$ cat src/rtl/dma_chan_pkg.sv
package dma_chan_pkg;
  localparam int REG_W   = 8;
  // mode register bit positions
  localparam int M_START  = 0;
  localparam int M_CONT   = 1;
  localparam int M_DIRECT = 2;
  localparam int M_EMASK  = 3;
  localparam int M_EOTIE  = 7;
  // status register bit positions
  localparam int S_DONE = 0;
  localparam int S_SEG  = 1;
  localparam int S_BUSY = 2;
  localparam int S_ERR  = 7;

  typedef struct packed {
    logic eotie;
    logic emask;
    logic direct;
    logic cont;
    logic start;
  } mode_t;

  typedef enum logic [1:0] {
    REQ_NONE   = 2'd0,
    REQ_START  = 2'd1,
    REQ_RESUME = 2'd2,
    REQ_HALT   = 2'd3
  } req_e;
endpackage

$ cat src/rtl/dma_chan_rst_sync.sv
module dma_chan_rst_sync #(
  parameter int STAGES = 2
) (
  input  logic clk,
  input  logic rst_n,
  output logic rst_sync_n
);
  logic [STAGES-1:0] sh_q;

  always_ff @(posedge clk or negedge rst_n) begin
    if (!rst_n) sh_q <= '0;
    else        sh_q <= {sh_q[STAGES-2:0], 1'b1};
  end

  assign rst_sync_n = sh_q[STAGES-1];
endmodule

$ cat src/rtl/dma_chan_mode_reg.sv
module dma_chan_mode_reg
  import dma_chan_pkg::*;
(
  input  logic             clk,
  input  logic             rst_n,
  input  logic             wr_mode,
  input  logic [REG_W-1:0] wdata,
  input  logic             desc_rd,
  output mode_t            mode
);
  mode_t mode_q, mode_d;
  logic  mode_en;

  assign mode_en = wr_mode | desc_rd;

  always_comb begin
    mode_d = mode_q;
    if (wr_mode) begin
      mode_d.start  = wdata[M_START];
      mode_d.cont   = wdata[M_CONT];
      mode_d.direct = wdata[M_DIRECT];
      mode_d.emask  = wdata[M_EMASK];
      mode_d.eotie  = wdata[M_EOTIE];
    end
    // hardware clear after every descriptor fetch
    if (desc_rd) mode_d.cont = 1'b0;
  end

  always_ff @(posedge clk or negedge rst_n) begin
    if (!rst_n)       mode_q <= '0;
    else if (mode_en) mode_q <= mode_d;
  end

  assign mode = mode_q;
endmodule

$ cat src/rtl/dma_chan_start_dec.sv
module dma_chan_start_dec
  import dma_chan_pkg::*;
(
  input  logic clk,
  input  logic rst_n,
  input  logic wr_mode,
  input  logic new_start,
  input  logic old_start,
  input  logic busy,
  input  logic err_halt,
  output req_e req_now,
  output logic start_p,
  output logic resume_p,
  output logic halt_p
);
  req_e req_q;
  logic rise, fall;

  assign rise = wr_mode &  new_start & ~old_start;
  assign fall = wr_mode & ~new_start &  old_start;

  always_comb begin
    req_now = REQ_NONE;
    if (err_halt)          req_now = REQ_HALT;
    else if (rise & ~busy) req_now = REQ_START;
    else if (rise &  busy) req_now = REQ_RESUME;
    else if (fall &  busy) req_now = REQ_HALT;
  end

  always_ff @(posedge clk or negedge rst_n) begin
    if (!rst_n) req_q <= REQ_NONE;
    else        req_q <= req_now;
  end

  assign start_p  = (req_q == REQ_START);
  assign resume_p = (req_q == REQ_RESUME);
  assign halt_p   = (req_q == REQ_HALT);
endmodule

$ cat src/rtl/dma_chan_status.sv
module dma_chan_status
  import dma_chan_pkg::*;
(
  input  logic             clk,
  input  logic             rst_n,
  input  logic             wr_stat,
  input  logic [REG_W-1:0] wdata,
  input  logic             start_req,
  input  logic             done_ev,
  input  logic             seg_ev,
  input  logic             err_ev,
  output logic             busy,
  output logic             done_f,
  output logic             seg_f,
  output logic             err_f
);
  logic busy_d, done_d, seg_d, err_d;
  logic st_en;

  assign st_en = wr_stat | start_req | done_ev | seg_ev | err_ev;

  always_comb begin
    busy_d = busy;
    if (start_req)        busy_d = 1'b1;
    if (done_ev | err_ev) busy_d = 1'b0;

    done_d = done_f;
    seg_d  = seg_f;
    err_d  = err_f;
    if (wr_stat & wdata[S_DONE]) done_d = 1'b0;
    if (wr_stat & wdata[S_SEG])  seg_d  = 1'b0;
    if (wr_stat & wdata[S_ERR])  err_d  = 1'b0;
    if (done_ev) done_d = 1'b1;
    if (seg_ev)  seg_d  = 1'b1;
    if (err_ev)  err_d  = 1'b1;
  end

  always_ff @(posedge clk or negedge rst_n) begin
    if (!rst_n) begin
      busy   <= 1'b0;
      done_f <= 1'b0;
      seg_f  <= 1'b0;
      err_f  <= 1'b0;
    end else if (st_en) begin
      busy   <= busy_d;
      done_f <= done_d;
      seg_f  <= seg_d;
      err_f  <= err_d;
    end
  end
endmodule

$ cat src/rtl/dma_chan_ctl.sv
module dma_chan_ctl
  import dma_chan_pkg::*;
(
  input  logic             clk,
  input  logic             rst_n,
  input  logic             reg_wr_en,
  input  logic             reg_sel,
  input  logic [REG_W-1:0] reg_wdata,
  output logic [REG_W-1:0] reg_rdata,
  output logic             eng_start,
  output logic             eng_resume,
  output logic             eng_halt,
  output logic             eng_cont,
  input  logic             eng_done,
  input  logic             eng_seg_done,
  input  logic             eng_desc_rd,
  input  logic             eng_xfer_err,
  output logic             irq
);
  logic  rst_sync_n;
  logic  wr_mode, wr_stat;
  mode_t mode;
  req_e  req_now;
  logic  busy, done_flag, seg_flag, err_flag;
  logic  err_stop;
  logic  cont_bit, direct_bit, emask_bit, eotie_bit;

  dma_chan_rst_sync #(.STAGES(2)) u_rst (
    .clk        (clk),
    .rst_n      (rst_n),
    .rst_sync_n (rst_sync_n)
  );

  assign wr_mode = reg_wr_en & ~reg_sel;
  assign wr_stat = reg_wr_en &  reg_sel;

  dma_chan_mode_reg u_mode (
    .clk     (clk),
    .rst_n   (rst_sync_n),
    .wr_mode (wr_mode),
    .wdata   (reg_wdata),
    .desc_rd (eng_desc_rd),
    .mode    (mode)
  );

  assign cont_bit   = mode.cont;
  assign direct_bit = mode.direct;
  assign emask_bit  = mode.emask;
  assign eotie_bit  = mode.eotie;
  assign err_stop   = eng_xfer_err & ~emask_bit;

  dma_chan_start_dec u_dec (
    .clk       (clk),
    .rst_n     (rst_sync_n),
    .wr_mode   (wr_mode),
    .new_start (reg_wdata[M_START]),
    .old_start (mode.start),
    .busy      (busy),
    .err_halt  (err_stop & busy),
    .req_now   (req_now),
    .start_p   (eng_start),
    .resume_p  (eng_resume),
    .halt_p    (eng_halt)
  );

  dma_chan_status u_stat (
    .clk       (clk),
    .rst_n     (rst_sync_n),
    .wr_stat   (wr_stat),
    .wdata     (reg_wdata),
    .start_req (req_now == REQ_START),
    .done_ev   (eng_done),
    .seg_ev    (eng_seg_done & ~direct_bit),
    .err_ev    (err_stop),
    .busy      (busy),
    .done_f    (done_flag),
    .seg_f     (seg_flag),
    .err_f     (err_flag)
  );

  always_comb begin
    reg_rdata = '0;
    if (!reg_sel) begin
      reg_rdata[M_START]  = mode.start;
      reg_rdata[M_CONT]   = mode.cont;
      reg_rdata[M_DIRECT] = mode.direct;
      reg_rdata[M_EMASK]  = mode.emask;
      reg_rdata[M_EOTIE]  = mode.eotie;
    end else begin
      reg_rdata[S_DONE] = done_flag;
      reg_rdata[S_SEG]  = seg_flag;
      reg_rdata[S_BUSY] = busy;
      reg_rdata[S_ERR]  = err_flag;
    end
  end

  assign eng_cont = cont_bit & ~direct_bit;
  assign irq      = done_flag & eotie_bit;
endmodule

$ cat config.mk
export PLATFORM = sky130hd
export DESIGN_NAME = dma_chan_ctl
export DESIGN_NICKNAME = d
export VERILOG_FILES = /design/src/rtl/dma_chan_pkg.sv /design/src/rtl/dma_chan_rst_sync.sv /design/src/rtl/dma_chan_mode_reg.sv /design/src/rtl/dma_chan_start_dec.sv /design/src/rtl/dma_chan_status.sv /design/src/rtl/dma_chan_ctl.sv
export SDC_FILE = /design/constraint.sdc
export NUM_CORES = 1
export LEC_CHECK = 0
export ABC_AREA = 1
export CAP_MARGIN = 20
export CORE_MARGIN = 10
export CORE_UTILIZATION = 42
export CTS_CLUSTER_SIZE = 40
export DETAILED_ROUTE_END_ITERATION = 8
export PLACE_DENSITY = 0.81
export RECOVER_POWER = 25
export SLEW_MARGIN = 5
export SYNTH_ARGS = -nofsm -noshare
export SYNTH_HDL_FRONTEND = slang
export SYNTH_SLANG_ARGS = --single-unit
$ cat constraint.sdc
create_clock -name clk -period 2.15 [get_ports clk]
set_input_delay 0.645 -clock clk [delete_from_list [all_inputs] [get_ports clk]]
set_output_delay 0.645 -clock clk [all_outputs]
set_load 0.03 [all_outputs]
==> qor.yml <==
run_status:
  status: "finished clean"
power_and_ir_drop:
  power_mw: 0.573
  max-vdd-ir-drop_mv: 0.438
  p_leak_nw: 0.537
  power_density_nw_per_um2: 632
sta:
  holdWs_ns: 0.169
  finalHoldViolations: 0
  skew_ns: 0.00863
  finalCritPeriodShare: 0.953
  period_needed_ns: 2.05
  setup_violations: 0
  rsz0062_at_grt: "no"
  clock.fmax_ghz: 0.488
  setup_ws_ns: 0.100
  slew_viol_final: 0
  tns_ns: 0
detailed_routing:
  num_vias: 573
  dr.first_iter.drc_count: 5
  drc: 0
  postRouteAntennaNets: 0
  wl_mm: 1.43
  avgViaCountPerCell: 4.58
  dr.pass1.iters: 4
  wl_per_cell_um: 11.4
finish:
  drive_above_1_share: 0.156
  area.growth.synth_to_final_pct: 40.9
  antenna_cells: 0
  nets: 126
  finalInstanceArea_um2: 906
  final_core_util: 0.616
  fin_cells: 125
placed_design:
  io_buffers: 22
  placed_area_um2: 860
  dp_slack_ns: -0.153
  dp_hpwl_mm: 1.20
  gp_congestion: 0.823
  dp.cells: 120
critical_path:
  cp_cell_sequence: "nand2_1, inv_1, clkdlybuf4s50_1"
  worstSetupStartpointType: "flop"
  critical-path-top-delay-family: "buffers and inverters"
  arrival_ns: 1.40
  worst-path-max-fanout: 3
  end_kind: "output pin"
  worst-path-buf-inv: 2
  cp_slowest_cell: "clkdlybuf4s50_1"
  max_stage_delay_ns: 0.66
  cp.required_ns: 1.50
  critPathKind: "flop to output pin"
  rrSetupSlack_ns: 1.25
synth:
  syn_area_um2: 643
  ys_ff_latch: 13
  post_synth_num_cell_types: 15
  netlist_instances: 82
  synth-seq-area-share: 0.506
  yosys_warnings: 0
  postSynthAreaPerCell_um2: 7.84
global_route:
  gr-total-overflow: 0
  grt_max_degree: 12
  antenna_found_initial: 0
  grt_first_pass_wirelength_mm: 2.35
  grt_pass1_vias: 568
  track_usage: 0.0832
clocking:
  clk_latency_ns: 0.26
  hold_buffers: 0
  h-tree-depth: 1
  cts_buffer_depth: 2
  cts_root_buffer: "clkbuf_4"
  cts_buffers: 3
  cts_tree: "built"
  clock-sinks: 13
  path_clk_slew_ns: 0.08
floorplan:
  die_area_um2: 3500
  io_pins: 29
  start_util: 0.437
  die_w_um: 59.1
  coreArea_um2: 1470
  die_y_um: 59.1
  rows: 14
run:
  cap_violations: 0
min_path:
  hp-class: "flop to async pin"
cell usage after synthesis (all sizes together):
master	instances	area share
buf	4	0.053
conb	2	0.012
o21ai	10	0.078
nor3	1	0.016
nor2	8	0.058
inv	15	0.088
nand4	3	0.029
dfrtp	13	0.51
a21oi	1	0.0078
nand2	25	0.15
final timing paths:
kind / start / endpoint / cells after the start
min in group clk: u_rst.sh_q[0]$_DFF_PN0_ / u_rst.sh_q[1]$_DFF_PN0_ / 0
min reg2reg: u_rst.sh_q[1]$_DFF_PN0_ / u_mode.mode[4]$_DFFE_PN0P_ / 0
max reg2reg: u_mode.mode[0]$_DFFE_PN0P_ / u_dec.req_q[1]$_DFF_PN0_ / 6
min: u_rst.sh_q[1]$_DFF_PN0_ / u_mode.mode[4]$_DFFE_PN0P_ / 0
max: u_mode.mode[4]$_DFFE_PN0P_ / irq / 3
max in group asynchronous: rst_n / u_rst.sh_q[1]$_DFF_PN0_ / 1
power by group:
| group | internal, mW | total, mW | switching, mW |
|---|---|---|---|
| Sequential | 0.265 | 0.280 | 0.0152 |
| Combinational | 0.0621 | 0.150 | 0.0876 |
| Clock | 0.0716 | 0.143 | 0.0717 |
final cells by class:
cell class	instances	area (um2)
well taps	16	20.0
flip-flops and latches	13	325
fillers	138	566
multi-input cells	52	235
repair buffers	25	243
clock buffers	4	26.3
inverters	15	56.3
logic make-up (layout without fill, tap and decap cells):
group           count (synthesis)  after routing  synth area share
compound gates                 11             11            0.0856
buf+inv                        19             44             0.140
flops                          13             13             0.506
other cells                     2              4            0.0117
simple gates                   37             37             0.257
placed cells by master (no fill, tap or decap), drive strengths merged:
master,n
inv,15
dlymetal6s2s,4
dfrtp,13
dlygate4sd2,1
clkdlybuf4s50,12
conb,4
o21ai,10
a21oi,1
buf,8
nand2,25
nor2,8
nand4,3
clkbuf,4
nor3,1
routing by layer:
layer	wire length, um	vias up	track usage
met5	0	-	0
met2	693	18	0.147
met3	135	0	0.0386
met4	0	0	0.0197
li1	-	296	-
met1	599	259	0.0867
what timing repair did:
action / in CTS / in global routing
setup endpoints to repair: 5 / 4
hold endpoints to repair: 0 / 0
pin swaps: 1 / 0
gates resized for setup: 2 / 4
buffers inserted: 1 / 0
state kept, by name, indices dropped and copies added (netlist names):
| signal | flops |
|---|---|
| u_stat.err_f | 1 |
| u_stat.busy | 1 |
| u_rst.sh_q | 2 |
| u_stat.seg_f | 1 |
| u_dec.req_q | 2 |
| u_stat.done_f | 1 |
| u_mode.mode | 5 |
(Power assumes the default switching activity.)
